### src/rtl/dic_read_match.sv
`timescale 1ns/1ps
// Module: dic_read_match
// Reports whether any of a slot's source registers equals a producer tag.
// A zero tag never matches (register 0 is constant). Assumes the sources
// are packed with source 0 in the low bits. Purely combinational.
module dic_read_match #(
    parameter int unsigned REG_W = 5,
    parameter int unsigned NSRC  = 2
) (
    input  logic                  reader_en,
    input  logic [REG_W-1:0]      tag,
    input  logic [NSRC*REG_W-1:0] srcs,
    output logic                  hit
);

    logic [NSRC-1:0] src_eq;

    // One comparator per source register.
    generate
        for (genvar i = 0; i < NSRC; i++) begin : g_src
            assign src_eq[i] = (srcs[i*REG_W +: REG_W] == tag);
        end
    endgenerate

    // Combine comparators, drop register 0 and disabled readers.
    assign hit = reader_en && (tag != '0) && (|src_eq);

endmodule

### src/rtl/dic_hazard.sv
`timescale 1ns/1ps
// Module: dic_hazard
// Finds the two hazards of the packet now at issue: a load-use against the
// load issued last cycle, and an in-packet read of the lane-0 result by
// lane 1. Both flags are raw; the caller applies priority. Assumes slot
// validity and write flags come from dic_slot_screen.
module dic_hazard #(
    parameter int unsigned REG_W = 5,
    parameter int unsigned NSRC  = 2
) (
    input  logic                  op_eff,
    input  logic                  op_writes,
    input  logic [REG_W-1:0]      op_dst,
    input  logic [NSRC*REG_W-1:0] op_src,
    input  logic                  mem_eff,
    input  logic [NSRC*REG_W-1:0] mem_src,
    input  logic                  ld_pending,
    input  logic [REG_W-1:0]      ld_dst,
    output logic                  load_use,
    output logic                  intra_dep
);

    logic op_reads_ld;
    logic mem_reads_ld;
    logic mem_reads_op;

    dic_read_match #(.REG_W(REG_W), .NSRC(NSRC)) u_op_vs_ld (
        .reader_en (op_eff),
        .tag       (ld_dst),
        .srcs      (op_src),
        .hit       (op_reads_ld)
    );

    dic_read_match #(.REG_W(REG_W), .NSRC(NSRC)) u_mem_vs_ld (
        .reader_en (mem_eff),
        .tag       (ld_dst),
        .srcs      (mem_src),
        .hit       (mem_reads_ld)
    );

    dic_read_match #(.REG_W(REG_W), .NSRC(NSRC)) u_mem_vs_op (
        .reader_en (mem_eff && op_writes),
        .tag       (op_dst),
        .srcs      (mem_src),
        .hit       (mem_reads_op)
    );

    // Hazard flags from the three comparisons.
    always_comb begin
        load_use  = ld_pending && (op_reads_ld || mem_reads_ld);
        intra_dep = mem_reads_op;
    end

endmodule

### config.mk
export PLATFORM = sky130hd
export DESIGN_NAME = dic_hazard
export DESIGN_NICKNAME = d
export VERILOG_FILES = /design/src/rtl/dic_read_match.sv /design/src/rtl/dic_hazard.sv
export SDC_FILE = /design/constraint.sdc
export NUM_CORES = 1
export LEC_CHECK = 0
export BUFFER_PORTS_ARGS = -buffer_cell sky130_fd_sc_hd__buf_2
export CAP_MARGIN = 10
export CORE_AREA = 2 2 39 41
export DETAILED_ROUTE_END_ITERATION = 8
export DIE_AREA = 0 0 41 43
export GPL_TIMING_DRIVEN = 0
export PLACE_DENSITY_LB_ADDON = 0.15
export SLEW_MARGIN = 20
export SYNTH_ARGS = -nofsm -noshare
export SYNTH_HDL_FRONTEND = slang
export SYNTH_HIERARCHICAL = 1
export SYNTH_SLANG_ARGS = --single-unit
### constraint.sdc
create_clock -name vclk -period 1.3
set_input_delay 0.195 -clock vclk [all_inputs]
set_output_delay 0.195 -clock vclk [all_outputs]
set_load 0.03 [all_outputs]
== After elaboration in Yosys (flattened, before gate mapping) ==
Index checks and enable logic that the tools add are counted.
Word-level totals
  input bits: 34
  output and inout bits: 2
  logic and storage cells: 20
  flip-flop bits (word level): 0
Cells by class
  reduce and logical (&&, ||, !) cells: 14
  equal/unequal tests: 6
Operators by type and width (number)
  5-bit == test: 6
  5-bit nonzero test: 2
  1-bit logical AND: 8
  2-bit OR reduction: 3
  1-bit logical OR: 1

== Depth between registers and ports, before layout ==
  depth in word-level cells: 5
  depth in mapped cells: 5
  mapped depth without buffers: 5

== Modules after synthesis ==
Netlist, hierarchy kept.
Modules (own cells, without submodules)
  dic_read_match: times used 3, area each 125.1 sq um, sequential area each 0.0 sq um, cells each 17
  dic_hazard: times used 1, area each 13.8 sq um, sequential area each 0.0 sq um, cells each 2

== Worst setup path after synthesis ==
Ideal clock, no wire load.
  path kind: input -> output
  from: in ld_dst[1]
  to: out load_use
  stages: 4
  path buffers: 0
  data arrival time: 1.147 ns
  path slack: -0.042 ns
  data required time: 1.105 ns
  cells stage by stage: or4_1 o21ai_1 a21oi_1 o21a_1
Between the ends
  cells in the longest elaborated chain, start to end: 5
  elaborated cells between the ends (all ways): 13
  classes of those cells: eq/ne (4); reduce/logical (9)
Ends and longest elaborated chain
  from (decl): line dic_hazard.sv:18  | input logic [REG_W-1:0] ld_dst,
  5-bit == test / 5-bit nonzero test (equally long branches): line dic_read_match.sv:21, dic_read_match.sv:26
  2-bit OR reduction / 1-bit logical AND (equally long branches): line dic_read_match.sv:26  | assign hit = reader_en && (tag != '0) && (|src_eq);
  1-bit logical AND (*): line dic_read_match.sv:26
  named net mem_reads_ld: line dic_hazard.sv:24  | logic mem_reads_ld;
  1-bit logical OR (*): line dic_hazard.sv:50  | load_use = ld_pending && (op_reads_ld || mem_reads_ld);
  1-bit logical AND (*): line dic_hazard.sv:50
  to (decl): line dic_hazard.sv:19  | output logic load_use,
Mark *: on every way through the listed nets, which the timed path passes. The rest lies on a longest branch.

== Worst setup path in the final report ==
  from: in ld_dst[2]
  to: out load_use
The elaborated chain is that of the path after synthesis.

==> impl_metrics.toml <==
[hold_path]
holdCritStartpoint = "ld_pending"
hold_path.class = "input port to primary output"

[finish]
finalNonFillerCells = 112
utilization_pct = 52.5
antenna_cells = 0
fin_nets = 132
design_area_um2 = 727
nFlopsAndLatches = 0
nClkBuffers = 0
drive_above_1_share_pct = 52.1
area_growth_syn_to_layout_pct = 86.8
regArea_um2 = 0

[clock_tree]
hold_buffers = 0

[floorplanning]
ioPinCount = 36
die_height_um = 43
core_um2 = 1380
die_area_um2 = 1760
dieWidth_um = 41
num_rows = 14
start_util_pct = 28.1

[setup_path]
crit_family = "simple AND/OR/NAND/NOR gates"
cp-end-kind = "primary output"
path_cells = "buf_12 > or4_4 > o21ai_2 > a21oi_2 > o21a_2 > buf_6"
arrival_ns = 1.35
path_class = "input port to primary output"
crit_required_ns = 1.11
startpoint_type = "input port"
worst-path-max-fanout = 6
crit_start = "ld_dst[2]"
path_buf_inv = 2
crit_slowest_cell = "or4_4"
cpPeakStageDelay_ns = 0.53

[route]
wl_per_cell_um = 11.0
drt-initial-drc-count = 1
viasPerCell = 4.59
ant_nets = 0
firstDrtPassIters = 2
wl_um = 1240
drcViolationCount = 0
via_count = 514

[placed_design]
pre_cts_slack_ns = -0.310
place_area_um2 = 591
gp_congestion = 0.626
portBuffers = 36
dp_hpwl_um = 914
dp.cells = 105

[run_status]
failed_checks = "setup timing"
status = "complete, but fails checks"

[grt]
grt_start_max_net_pins = 7
first_global_vias = 436
antenna_found_initial = 0
grt_usage_pct = 12.8
grt_overflow = 0
grt_pass1_wl_um = 1660

[logic_synthesis]
synthCells = 53
synth_seq_area_share_pct = 0
yosysMostFrequentCell = "xor2_1"
postSynthAreaPerCell_um2 = 7.34
netlist_top_cells_count = "xor2_1 (18), xnor2_1 (12), nand3_1 (6), nor3_1 (6)"
ys_warn_count = 6
synth_area_um2 = 389
yosysTopAreaCell = "xor2_1"
synth_top_area_share_pct = 40.5
syn-num-nets = 87
synthTopCellsByArea = "xor2_1 (41%), xnor2_1 (27%), nand3_1 (7.7%)"
synth_cell_types = 9

[power_and_ir_drop]
p_leak_nw = 0.329
power_density_nw_per_um2 = 309
power_mw = 0.225
ir_worst_vdd_v = 0.000122

[timing]
worst_pin_slew_ns = 0.174
relSlewSlack_pct = 88.3
setup_viol = 2
max_freq_mhz = 647
fin_ws_ns = -0.245
rsz0062_at_grt = "yes"
drv_slew = 0
hold_violations = 0
period_minus_slack_ns = 1.54
fin_crit_sh_pct = 119

[job]
drv_cap = 0
[power by group]
group,switching [mW],internal (mW),total [mW]
Clock,0,0,0
Sequential,0,0,0
Combinational,0.0946,0.130,0.225
Total,0.0946,0.130,0.225
[path summary, 6_finish.rpt]
kind | to | depth (start not counted)
setup / recovery | load_use | 6
hold / removal | load_use | 3
[routing by layer]
metal  track usage (%)  share of wire, %  up-vias
li1                  -                 -      272
met5                 0                 0        -
met2              23.4                50       28
met1              16.8                40      214
met3                 0                10        0
met4                 0                 0        0
[cells in the final DEF, fill, tap and decap left out, drive strengths merged]
cell type / netlist / final
buf: 0 / 43
a21oi: 3 / 3
o21ai: 3 / 3
xnor2: 12 / 12
or4: 3 / 3
nand3: 6 / 6
and2: 1 / 1
nor3: 6 / 6
o21a: 1 / 1
xor2: 18 / 18
[per-stage QoR]
stage	TNS (ns)	hold slack, ns
final	-0.314	0.709
after global routing	-0.371	0.723
after CTS	-0.273	0.707
after detailed placement	-0.381	0.748
after global placement	-0.368	0.748
after floorplan	-0.0258	0.545
[kinds of logic (layout without fill, tap and decap cells)]
family / count (synthesis) / count (layout) / share of synthesized area (%)
xor gates and xnor gates: 30 / 30 / 67.5
buffers and inverters: 0 / 43 / 0
AOI/OAI and AO/OA: 7 / 7 / 9.64
and+or+nand+nor: 16 / 16 / 22.8
[final cells by class]
cell class | count | area [um^2]
repair buffers | 43 | 294
well taps | 16 | 20.0
multi-input cells | 53 | 413
fillers | 150 | 657
[what timing repair did]
| action | CTS | global route |
|---|---|---|
| pin swaps | 7 | 5 |
| endpoints found under the setup margin | 2 | 2 |
| gates resized for setup | 15 | 9 |
| setup buffers | 4 | 3 |
Note: power is estimated with default switching activity, not from simulation.
